==> src/rtl/wkt_pkg.sv <==
package wkt_pkg;
  localparam int DATA_W = 8;
  localparam int ADDR_W = 8;

  localparam logic [ADDR_W-1:0] A_PER_BASE = 8'h00;
  localparam logic [ADDR_W-1:0] A_TMR_BASE = 8'h04;
  localparam logic [ADDR_W-1:0] A_CFG      = 8'h0E;
  localparam logic [ADDR_W-1:0] A_STAT     = 8'h1A;

  localparam int CFG_EN_BIT    = 0;
  localparam int CFG_CLR_BIT   = 1;
  localparam int STAT_PEND_BIT = 1;
endpackage

==> src/rtl/wkt_regs.sv <==
module wkt_regs
  import wkt_pkg::*;
#(
  parameter int CNT_W = 32
) (
  input  logic              clk,
  input  logic              rst_n,
  input  logic              wr_en,
  input  logic [ADDR_W-1:0] addr,
  input  logic [DATA_W-1:0] wdata,
  output logic [CNT_W-1:0]  stage,
  output logic [CNT_W-1:0]  active,
  output logic              commit,
  output logic              clr,
  output logic              en
);
  localparam int NB = CNT_W / DATA_W;
  localparam logic [ADDR_W-1:0] PER_LSB = ADDR_W'(int'(A_PER_BASE) + NB - 1);

  logic [CNT_W-1:0] stage_q;
  logic [CNT_W-1:0] active_q;
  logic             en_q;
  logic             cfg_wr;

  assign commit = wr_en && (addr == PER_LSB);
  assign cfg_wr = wr_en && (addr == A_CFG);
  assign clr    = cfg_wr && wdata[CFG_CLR_BIT];

  // staging bytes: byte k at base+k, k=0 is most significant
  always_ff @(posedge clk or negedge rst_n) begin
    if (!rst_n) begin
      stage_q <= '0;
    end else begin
      for (int k = 0; k < NB; k++) begin
        if (wr_en && (addr == ADDR_W'(int'(A_PER_BASE) + k)))
          stage_q[(NB-1-k)*DATA_W +: DATA_W] <= wdata;
      end
    end
  end

  always_ff @(posedge clk or negedge rst_n) begin
    if (!rst_n)      active_q <= '0;
    else if (commit) active_q <= {stage_q[CNT_W-1:DATA_W], wdata};
  end

  always_ff @(posedge clk or negedge rst_n) begin
    if (!rst_n)      en_q <= 1'b0;
    else if (cfg_wr) en_q <= wdata[CFG_EN_BIT];
  end

  assign stage  = stage_q;
  assign active = active_q;
  assign en     = en_q;

  AST_STAGE_KEEPS_ACTIVE: assert property (@(posedge clk) disable iff (!rst_n)
    (wr_en && !commit) |=> $stable(active_q));
  AST_COMMIT_LOADS: assert property (@(posedge clk) disable iff (!rst_n)
    commit |=> (active_q[DATA_W-1:0] == $past(wdata)));
endmodule

==> src/rtl/wkt_counter.sv <==
module wkt_counter #(
  parameter int CNT_W = 32
) (
  input  logic             clk,
  input  logic             rst_n,
  input  logic             tick,
  input  logic             restart,
  input  logic [CNT_W-1:0] period,
  output logic [CNT_W-1:0] cnt,
  output logic             match
);
  logic [CNT_W-1:0] cnt_q;
  logic             run;
  logic             at_end;

  assign run    = tick && (period != '0) && !restart;
  assign at_end = (cnt_q == period - CNT_W'(1));
  assign match  = run && at_end;

  always_ff @(posedge clk or negedge rst_n) begin
    if (!rst_n)       cnt_q <= '0;
    else if (restart) cnt_q <= '0;
    else if (run)     cnt_q <= at_end ? '0 : cnt_q + CNT_W'(1);
  end

  assign cnt = cnt_q;

  AST_RESTART_ZERO: assert property (@(posedge clk) disable iff (!rst_n)
    restart |=> (cnt_q == '0));
  AST_ZERO_PERIOD_IDLE: assert property (@(posedge clk) disable iff (!rst_n)
    (period == '0) |-> (cnt_q == '0 && !match));
  AST_BELOW_PERIOD: assert property (@(posedge clk) disable iff (!rst_n)
    (period != '0) |-> (cnt_q < period));
  AST_TICK_STEP: assert property (@(posedge clk) disable iff (!rst_n)
    (run && !at_end) |=> (cnt_q == $past(cnt_q) + CNT_W'(1)));
endmodule

==> src/rtl/wkt_irq.sv <==
module wkt_irq (
  input  logic clk,
  input  logic rst_n,
  input  logic match,
  input  logic clr,
  input  logic en,
  output logic pending,
  output logic irq
);
  logic pend_q;

  // a match outranks a clear in the same cycle
  always_ff @(posedge clk or negedge rst_n) begin
    if (!rst_n)     pend_q <= 1'b0;
    else if (match) pend_q <= 1'b1;
    else if (clr)   pend_q <= 1'b0;
  end

  assign pending = pend_q;
  assign irq     = pend_q && en;

  AST_MATCH_SETS: assert property (@(posedge clk) disable iff (!rst_n)
    match |=> pend_q);
  AST_CLEAR_DROPS: assert property (@(posedge clk) disable iff (!rst_n)
    (clr && !match) |=> !pend_q);
  AST_NO_IRQ_DISABLED: assert property (@(posedge clk) disable iff (!rst_n)
    !en |-> !irq);
endmodule

==> src/rtl/wkt_readout.sv <==
module wkt_readout
  import wkt_pkg::*;
#(
  parameter int CNT_W = 32
) (
  input  logic              clk,
  input  logic              rst_n,
  input  logic              rd_en,
  input  logic [ADDR_W-1:0] addr,
  input  logic [CNT_W-1:0]  cnt,
  input  logic [CNT_W-1:0]  stage,
  input  logic              en,
  input  logic              pending,
  output logic              rd_valid,
  output logic [DATA_W-1:0] rdata
);
  localparam int NB = CNT_W / DATA_W;
  localparam logic [ADDR_W-1:0] TMR_LSB = ADDR_W'(int'(A_TMR_BASE) + NB - 1);

  logic [CNT_W-1:DATA_W] snap_q;
  logic [DATA_W-1:0]     rd_byte;
  logic [DATA_W-1:0]     rdata_q;
  logic                  valid_q;
  logic                  grab;

  assign grab = rd_en && (addr == TMR_LSB);

  always_ff @(posedge clk or negedge rst_n) begin
    if (!rst_n)    snap_q <= '0;
    else if (grab) snap_q <= cnt[CNT_W-1:DATA_W];
  end

  always_comb begin
    rd_byte = '0;
    for (int k = 0; k < NB; k++) begin
      if (addr == ADDR_W'(int'(A_PER_BASE) + k))
        rd_byte = stage[(NB-1-k)*DATA_W +: DATA_W];
      if (addr == ADDR_W'(int'(A_TMR_BASE) + k)) begin
        if (k == NB - 1) rd_byte = cnt[DATA_W-1:0];
        else             rd_byte = snap_q[(NB-1-k)*DATA_W +: DATA_W];
      end
    end
    if (addr == A_CFG) begin
      rd_byte = '0;
      rd_byte[CFG_EN_BIT] = en;
    end
    if (addr == A_STAT) begin
      rd_byte = '0;
      rd_byte[STAT_PEND_BIT] = pending;
    end
  end

  always_ff @(posedge clk or negedge rst_n) begin
    if (!rst_n) begin
      valid_q <= 1'b0;
      rdata_q <= '0;
    end else begin
      valid_q <= rd_en;
      rdata_q <= rd_en ? rd_byte : '0;
    end
  end

  assign rd_valid = valid_q;
  assign rdata    = rdata_q;

  AST_READ_LATENCY: assert property (@(posedge clk) disable iff (!rst_n)
    rd_en |=> rd_valid);
  AST_SNAP_CAPTURE: assert property (@(posedge clk) disable iff (!rst_n)
    grab |=> (snap_q == $past(cnt[CNT_W-1:DATA_W])));
  AST_SNAP_HOLD: assert property (@(posedge clk) disable iff (!rst_n)
    !grab |=> $stable(snap_q));
endmodule

==> src/rtl/wake_timer.sv <==
module wake_timer
  import wkt_pkg::*;
#(
  parameter int CNT_W = 32
) (
  input  logic              clk,
  input  logic              rst_n,
  input  logic              tick,
  input  logic              wr_en,
  input  logic              rd_en,
  input  logic [ADDR_W-1:0] addr,
  input  logic [DATA_W-1:0] wdata,
  output logic              rd_valid,
  output logic [DATA_W-1:0] rdata,
  output logic              irq
);
  logic [CNT_W-1:0] stage;
  logic [CNT_W-1:0] period;
  logic [CNT_W-1:0] cnt;
  logic             commit;
  logic             clr;
  logic             en;
  logic             match;
  logic             pending;

  wkt_regs #(.CNT_W(CNT_W)) u_regs (
    .clk(clk), .rst_n(rst_n), .wr_en(wr_en), .addr(addr), .wdata(wdata),
    .stage(stage), .active(period), .commit(commit), .clr(clr), .en(en)
  );

  wkt_counter #(.CNT_W(CNT_W)) u_cnt (
    .clk(clk), .rst_n(rst_n), .tick(tick), .restart(commit),
    .period(period), .cnt(cnt), .match(match)
  );

  wkt_irq u_irq (
    .clk(clk), .rst_n(rst_n), .match(match), .clr(clr), .en(en),
    .pending(pending), .irq(irq)
  );

  wkt_readout #(.CNT_W(CNT_W)) u_rd (
    .clk(clk), .rst_n(rst_n), .rd_en(rd_en), .addr(addr), .cnt(cnt),
    .stage(stage), .en(en), .pending(pending),
    .rd_valid(rd_valid), .rdata(rdata)
  );

  AST_RESET_QUIET: assert property (@(posedge clk) disable iff (!rst_n)
    $rose(irq) |-> en);
endmodule

==> config.mk <==
export PLATFORM = sky130hd
export DESIGN_NAME = wake_timer
export DESIGN_NICKNAME = d
export VERILOG_FILES = /design/src/rtl/wkt_pkg.sv /design/src/rtl/wkt_regs.sv /design/src/rtl/wkt_counter.sv /design/src/rtl/wkt_irq.sv /design/src/rtl/wkt_readout.sv /design/src/rtl/wake_timer.sv
export SDC_FILE = /design/constraint.sdc
export NUM_CORES = 1
export LEC_CHECK = 0
export ABC_AREA = 0
export BUFFER_PORTS_ARGS = -buffer_cell sky130_fd_sc_hd__clkbuf_2
export CORE_UTILIZATION = 57
export DETAILED_ROUTE_END_ITERATION = 6
export GPL_ROUTABILITY_DRIVEN = 0
export PLACE_DENSITY = 0.84
export SLEW_MARGIN = 20
export SYNTH_ARGS = -nofsm -noshare
export SYNTH_HDL_FRONTEND = slang
export SYNTH_HIERARCHICAL = 1
export SYNTH_SLANG_ARGS = --single-unit
==> constraint.sdc <==
create_clock -name clk -period 3.8 [get_ports clk]
set_clock_uncertainty 0.1 [all_clocks]
set_input_delay 0.76 -clock clk [delete_from_list [all_inputs] [get_ports clk]]
set_output_delay 0.76 -clock clk [all_outputs]
set_load 0.01 [all_outputs]
# Yosys cells after proc, flatten, opt, wreduce, memory -nomap -nowiden
# Index checks and enable logic that the tools add are counted.
dict set report word_totals {
  ff_bits 131
}
dict set report op_classes {
  reduce_logical 16
  mux 16
  n_eq_ne 10
  add_sub_neg 2
}
# operator n
set ops {}
lappend ops {{32-bit two-way mux} 3}
lappend ops {{8-bit two-way mux} 11}
lappend ops {{32-bit by 1-bit adder with 32-bit output, second input constant} 1}
lappend ops {{32-bit equality test} 1}
lappend ops {{8-bit by 3-bit equality test with 1-bit output, second input constant} 4}
lappend ops {{32-bit nonzero test} 1}
lappend ops {{32-bit by 1-bit subtractor with 32-bit output, second input constant} 1}
lappend ops {{8-bit by 2-bit equality test with 1-bit output, second input constant} 2}
lappend ops {{1-bit logical AND} 11}
lappend ops {{8-bit by 1-bit equality test with 1-bit output, second input constant} 1}
lappend ops {{8-bit by 4-bit equality test with 1-bit output, second input constant} 1}
lappend ops {{8-bit by 5-bit equality test with 1-bit output, second input constant} 1}
lappend ops {{8-bit logical NOT} 1}
lappend ops {{2-bit nonzero test} 2}
lappend ops {{1-bit two-way mux} 2}
lappend ops {{1-bit logical NOT} 1}

# Longest topological paths before layout
# Gate-level depths: netlist of the first run.
dict set report logic_depth {
  ltp_word 12
  ltp_mapped 12
  ltp_nobuf 11
}

# By module
# The synthesis of the first run kept the hierarchy.
# mod cells_each n_inst area_each_um2
set by_module_without_submodules {}
lappend by_module_without_submodules {wkt_counter 415 1 3145.5}
lappend by_module_without_submodules {wkt_regs 139 1 2287.2}
lappend by_module_without_submodules {wkt_readout 202 1 2047.0}
lappend by_module_without_submodules {wkt_irq 4 1 42.5}

# Worst setup path before layout of the first run
# No wires, ideal clock.
dict set report synth_timing {
  kind {register to register}
  from {register u_regs/stage[0] (netlist name)}
  to {register u_cnt.cnt_q[24], in the netlist u_cnt/cnt[24]}
  required_time_ns 3.574
  n_path_buf 1
  t_arrival_ns 3.751
  stages_incl_launch_ff 12
  setup_time_ns 0.126
  synth_period_minus_slack_ns 3.977
  slack_ns -0.177
  path_cell_list {dfrtp_1 > inv_1 > ha_1 > or4b_4 > nor4_2 > a21oi_1 > or4b_1 > or4_1 > or4_4 > and2_4 > buf_6 > a221o_1}
}
# element line_no
set synth_rtl {}
lappend synth_rtl {{end signal, assigned} wkt_counter.sv:23} ;# else if (run) cnt_q <= at_end ? '0 : cnt_q + CNT_W'(1);
lappend synth_rtl {{end, declared} wkt_counter.sv:12} ;# logic [CNT_W-1:0] cnt_q;

==> qor.csv, run 1 <==
stage,metric,value,unit
place,dpl.hpwl,15.99,mm
detailed_routing,drt_iter0_markers,1076,
synthesis,ys_seq_elements,123,
die,fp.dieArea,0.01366,mm2
clock_network,cts_hold_buf,0,
critical_path,cp_max_fo,7,
power,power.switching,1.136,mW
synthesis,ys_seq_area_frac,0.4092,
critical_path,critPathMostFrequentCell,or4_4,
place,place_inst,964,
power,p_leak,3.973,nW
detailed_routing,wirelength,24.46,mm
die,die_width,116.9,um
clock_network,clk_latency,0.43,ns
die,dieHeight,116.9,um
timing,period_share,1.007,
power,p_int,2.523,mW
synthesis,postSynth.asyncResetShare,1.000,
global_routing,grt_usage,0.3840,
synthesis,synth_nets,783,
timing,rsz0062_at_grt,yes,
critical_path,end_kind,register,
clock_network,cts-root-buf,clkbuf_16,
finish,nFillCells,891,
job,max_cap_viol_count,0,
detailed_routing,first_pass_iters,7,
global_routing,grt_pass1_wl,38.29,mm
critical_path,slowest_stage,or4_4,
die,num_io_pins,31,
synthesis,netlist_area,0.007522,mm2
finish,num-nets-final,835,
clock_network,path_clk_slew,0.06,ns
synthesis,yosysWarningCount,6,
critical_path,crit_type,register to register,
die,core-area,0.01272,mm2
global_routing,grt.met1_usage,0.4464,
detailed_routing,viasPerCell,7.107,
finish,postLayoutCoreUtil,0.6837,
timing,finalCriticalPeriod,3.826,ns
timing,finalSetupViolCount,3,
timing,slew_headroom,0.4117,
timing,setup_ws,-0.02606,ns
outcome,violations,"DRC, setup timing",
finish,antennaDiodeCount,0,
critical_path,start_kind,register,
synthesis,postSynthCellCount,760,
power,sw_frac_of_total,0.3104,
timing,finalHoldViolCount,0,
detailed_routing,ant_nets,0,
global_routing,antenna_found_initial,3,
synthesis,synth-main-ff-cell,dfrtp_1,
timing,report.final.slew_viol_count,0,
finish,syn_to_final_growth,15.64,%
critical_path,required,4.01,ns
clock_network,htree_levels,4,
clock_network,cts_buffers,17,
clock_network,clock_path_buffers,2,
place,port_buffers,30,
die,initial_utilization,0.5913,
global_routing,use_met3,0.1452,
critical_path,crit_chain,inv_2 -> ha_4 -> buf_4 -> nor4b_2 -> nand4_1 -> mux2i_1 -> or4_1 -> or4_4 -> or4_4 -> and2_4 -> a221o_1,
worst_hold_path,hp-class,primary input to async pin,
synthesis,syn_avg_cell_area,9.898,um2
power,ir_drop,0.3169,mV
critical_path,worstPathArrival,4.03,ns
finish,layout_common_cells,"dfrtp_1, nand2_1, mux2_2, buf_4, nor2_1",
global_routing,grt_max_degree,76,
power,pwr-share-clk,0.426,
global_routing,grt-busiest-layer,met2,
clock_network,cts_tree,built,
timing,whs,0.2509,ns
outcome,status,"complete, but fails checks",
detailed_routing,drcViolationCount,7,
detailed_routing,vias,7086,
finish,final_common_cell,dfrtp_1,
power,seq_power_share,0.388,
global_routing,grt_overflow,0,
global_routing,grt_pass1_vias,6996,
clock_network,clock_sinks,123,
timing,tightestPinTransition,0.8815,ns
power,comb_power_share,0.186,
timing,fmax,0.2614,GHz
synthesis,synth.distinct_cells,78,
finish,drive_above_1_share,0.2533,
detailed_routing,wl_per_cell,24.53,um
finish,final_cell_count_no_fill,997,
critical_path,critical_path.max_stage_delay,0.57,ns
die,num_rows,41,
power,p_per_area,420.7,mW/mm2
global_routing,gr-usage-met2,0.5917,
synthesis,synth_edf_count,0,
## registers in the layout, summed over array words and instances, names as in the netlist
signal,count
u_cnt/cnt,32
u_irq/pending,1
u_rd/rd_valid,1
u_rd/rdata,8
u_rd/snap_q,24
u_regs/active,25
u_regs/en,1
u_regs/stage,31
## area by class of cell
cell class	count	area (um2)	share of cell area
inverter	19	71.32	0.008199
clock inverter	13	120.1	0.01381
multi-input combinational	570	4207	0.4836
tap	172	215.2	0.02474
timing repair buffer	81	564.3	0.06487
clock buffer	19	442.9	0.05092
sequential	123	3078	0.3539
## Yosys cell counts (10+ instances only)
| cell type | number | area share |
|---|---|---|
| xnor2_1 | 28 | 0.033 |
| nor3_1 | 27 | 0.018 |
| nand2b_1 | 10 | 0.0083 |
| nand3_1 | 34 | 0.023 |
| xor2_1 | 14 | 0.016 |
| buf_4 | 10 | 0.010 |
| o21ai_0 | 27 | 0.018 |
| nand4_1 | 21 | 0.017 |
| nor4_1 | 11 | 0.0091 |
| inv_1 | 18 | 0.0090 |
| and2_1 | 11 | 0.0091 |
| mux2_1 | 29 | 0.043 |
| nor2_1 | 49 | 0.024 |
| a21oi_1 | 16 | 0.011 |
| nand2_1 | 57 | 0.028 |
| clkbuf_1 | 22 | 0.011 |
| buf_6 | 10 | 0.015 |
| or3_1 | 13 | 0.011 |
| mux2i_1 | 13 | 0.017 |
| dfrtp_1 | 123 | 0.41 |
| mux2_2 | 56 | 0.084 |
| o211ai_1 | 13 | 0.013 |
| a31oi_1 | 19 | 0.016 |
## cells by family (layout without fill, tap and decap cells)
logic type,count (synthesis),after routing,share of synthesized area
XOR/XNOR,42,42,0.04890
buffers and inverters,68,132,0.05007
adder cells (fa/ha/maj),2,2,0.003326
multiplexers,98,98,0.1445
AO/OA/AOI/OAI,143,143,0.1332
AND/OR/NAND/NOR,284,285,0.2107
flip-flops,123,123,0.4092
## through the flow
step / TNS, ns / area, um2 / total power, mW / worst slack (ns)
after floorplan: -0.01719 / 7543 / 1.799 / -0.01719
after global placement: 0 / 8016 / 1.989 / 0.02894
after detailed placement: -0.1388 / 8016 / 2.020 / -0.04559
after CTS: 0 / 8617 / 3.582 / 0.001278
after global routing: -1.026 / 8698 / 3.768 / -0.09694
final: -0.03863 / 8698 / 3.659 / -0.02606
## repair_timing
item	4_1_cts	5_1_grt
setup buffers	0	0
pin swaps	1	1
setup endpoints to repair	31	31
cloned	1	0
resized for setup	5	15
## worst max-delay path, delay by kind of cell, from the launching register on
kind / cells / cell delay [ns]
compound gates: 1 / 0.30
fa+ha+maj: 1 / 0.15
buf+inv: 2 / 0.23
flops: 1 / 0.41
mux: 1 / 0.19
simple gates: 6 / 2.32
## metal layers
| metal | part of all wire | vias to the layer above |
|---|---|---|
| li1 | - | 2940 |
| met4 | 0.064 | 0 |
| met2 | 0.46 | 626 |
| met5 | 0 | - |
| met1 | 0.35 | 3343 |
| met3 | 0.13 | 177 |
## final timing paths
kind / start / endpoint / slack (ns) / cells past startpoint
worst min register to register: u_rd/snap_q[27] / u_rd/snap_q[27] / 0.41 / 1
worst max register to register: u_regs/stage[1] / u_cnt/cnt[24] / -0.03 / 11
worst min-delay path: rst_n / u_rd/rd_valid / 0.25 / 1
max in group asynchronous: rst_n / u_cnt/cnt[31] / 2.52 / 2
worst max-delay path: u_regs/stage[1] / u_cnt/cnt[24] / -0.03 / 11
min in group clk: u_rd/snap_q[27] / u_rd/snap_q[27] / 0.41 / 1
## power by group through the flow
stage	Combinational, mW	Clock [mW]	Sequential (mW)
floorplan	0.379	0	1.42
finish	0.679	1.56	1.42
detailed placement	0.584	0	1.44
CTS	0.616	1.55	1.41
global placement	0.556	0	1.43
global route	0.711	1.63	1.43
(Power assumes the default switching activity.)
==> inputs of run 2 (changes only) <==
CORE_UTILIZATION = 56   (was 57)
PLACE_DENSITY = 0.83   (was 0.84)
SYNTH_HIERARCHICAL = not set   (was 1)
==> qor.csv, run 2 <==
stage,metric,value,unit
outcome,status,finished clean,
finish,final_cell_area,0.008404,mm2
synthesis,synthTopCellsByArea,"dfrtp_1, nand2_1, mux2_2, nand3_1, xnor2_1",
critical_path,slowest_stage,or4_1,
detailed_routing,ant_nets,0,
power,ir_drop,0.3548,mV
synthesis,postSynth.asyncResetShare,1.000,
timing,period_share,0.9468,
synthesis,synth_nets,853,
critical_path,start_kind,register,
clock_network,cts_buffers,17,
timing,fmax,0.2779,GHz
clock_network,clock_sinks,123,
critical_path,cp_num_buf_inv,2,
die,initial_utilization,0.5808,
place,detailed_place.area,0.007782,mm2
global_routing,antenna_found_initial,0,
power,p_per_area,392.5,mW/mm2
timing,tightestPinTransition,0.7479,ns
critical_path,critical_path.max_stage_delay,0.61,ns
finish,layout_common_cells,"nand2_1, dfrtp_1, nor2_1, mux2_2, nand3_1",
clock_network,cts-root-buf,clkbuf_16,
global_routing,grt_max_degree,67,
critical_path,end_kind,register,
detailed_routing,first_pass_iters,6,
clock_network,cts_tree,built,
finish,drive_above_1_share,0.1929,
finish,syn_to_final_growth,13.73,%
synthesis,ys_seq_area_frac,0.4165,
place,port_buffers,30,
global_routing,grt_overflow,0,
global_routing,grt_usage,0.3403,
detailed_routing,viasPerCell,6.531,
detailed_routing,vias,6812,
global_routing,grt_pass1_wl,34.20,mm
critical_path,cp_top_family,simple AND/OR/NAND/NOR gates,
synthesis,synth.distinct_cells,74,
detailed_routing,drcViolationCount,0,
finish,nFillCells,1040,
timing,report.final.slew_viol_count,0,
clock_network,path_clk_slew,0.06,ns
critical_path,cp_max_fo,9,
timing,finalHoldViolCount,0,
timing,finalSetupViolCount,0,
die,die_width,116.9,um
clock_network,cts_hold_buf,0,
power,p_leak,3.839,nW
timing,rsz0062_at_grt,yes,
synthesis,yosysWarningCount,0,
critical_path,worstPathArrival,3.81,ns
detailed_routing,wl_per_cell,20.61,um
synthesis,yosys-top-cells-count,"nand2_1, dfrtp_1, nor2_1",
die,fp.dieArea,0.01366,mm2
synthesis,synth_most_common_cell,nand2_1,
place,dpl.hpwl,15.05,mm
die,core-area,0.01272,mm2
timing,tns,0,ns
synthesis,synth_edf_count,0,
timing,slew_headroom,0.5014,
die,dieHeight,116.9,um
synthesis,synth-main-ff-cell,dfrtp_1,
critical_path,required,4.02,ns
critical_path,critPathMostFrequentCell,buf_4,
finish,num-nets-final,883,
synthesis,netlist_area,0.007390,mm2
critical_path,crit_chain,or4_1 -> buf_4 -> or4_4 -> nor3_2 -> a311oi_1 -> a22oi_2 -> and3_2 -> nand3_1 -> buf_4 -> nor4b_1 -> a21o_1,
clock_network,htree_levels,4,
critical_path,crit_type,register to register,
finish,final_common_cell,nand2_1,
finish,antennaDiodeCount,0,
worst_hold_path,hp-class,primary input to async pin,
detailed_routing,drt_iter0_markers,789,
synthesis,ys_seq_elements,123,
synthesis,postSynthCellCount,830,
synthesis,yosys.area.top_type,dfrtp_1,
global_routing,grt_pass1_vias,6366,
detailed_routing,wirelength,21.49,mm
timing,whs,0.2999,ns
clock_network,clock_path_buffers,2,
synthesis,syn_avg_cell_area,8.903,um2
die,num_rows,41,
timing,finalCriticalPeriod,3.598,ns
power,design_power_total,3.299,mW
clock_network,clk_latency,0.42,ns
synthesis,synth_top_area_share,0.4165,
finish,postLayoutCoreUtil,0.6606,
die,num_io_pins,31,
job,max_cap_viol_count,0,
run 2: cells by family after synthesis:
logic type,count (synthesis),synth area share
simple gates,394,0.2672
compound gates,142,0.1353
flops,123,0.4165
buf+inv,70,0.04114
mux,61,0.09143
xor+xnor,38,0.04504
fa+ha+maj,2,0.003386
run 2: final timing paths:
path,start,endpoint,slack [ns],cells after the start
max,u_regs.active[9],u_cnt.cnt[15],0.20,11
max in group asynchronous,rst_n,u_regs.active[0],2.51,2
min,rst_n,u_cnt.cnt[25],0.30,1
min reg2reg,u_regs.stage[16],u_regs.active[16],0.40,2
min in group clk,u_regs.stage[16],u_regs.active[16],0.40,2
max reg2reg,u_regs.active[9],u_cnt.cnt[15],0.20,11
run 2: per-stage QoR:
stage / instances / setup WS, ns
CTS: 1041 / 0.008562
floorplan: 830 / 0.4123
global placement: 1011 / 0.1637
finish: 1043 / 0.2021
global route: 1043 / -0.003035
detailed placement: 1011 / 0.04242
run 2: report_power, final:
part / total (mW) / leakage [nW] / switching [mW] / internal, mW
sequential: 1.42 / 1.69 / 0.0681 / 1.35
clock: 1.60 / 0.269 / 0.564 / 1.04
combinational: 0.279 / 1.88 / 0.170 / 0.109
run 2: per-layer routing:
layer | share of wire | track usage | vias to the layer above
li1 | - | - | 3075
met2 | 0.47 | 0.5333 | 380
met3 | 0.088 | 0.08084 | 73
met4 | 0.040 | 0.1612 | 0
met1 | 0.40 | 0.4482 | 3284
met5 | 0 | 0 | -
run 2: repair_timing:
item,in CTS,in global routing
buffers inserted,0,2
pin swaps,0,2
gates resized for setup,1,7
gates cloned,0,0
setup endpoints to repair,1,29
hold endpoints to repair,0,0
run 2: area by class of cell:
| class | count | area [um2] | share of cell area |
|---|---|---|---|
| multi-input cells | 637 | 4044 | 0.4812 |
| flip-flops and latches | 123 | 3078 | 0.3662 |
| clock buffers | 23 | 457.9 | 0.05449 |
| repair buffers | 66 | 435.4 | 0.05181 |
| well taps | 172 | 215.2 | 0.02561 |
| clock inverters | 7 | 117.6 | 0.01399 |
| inverters | 15 | 56.30 | 0.006699 |
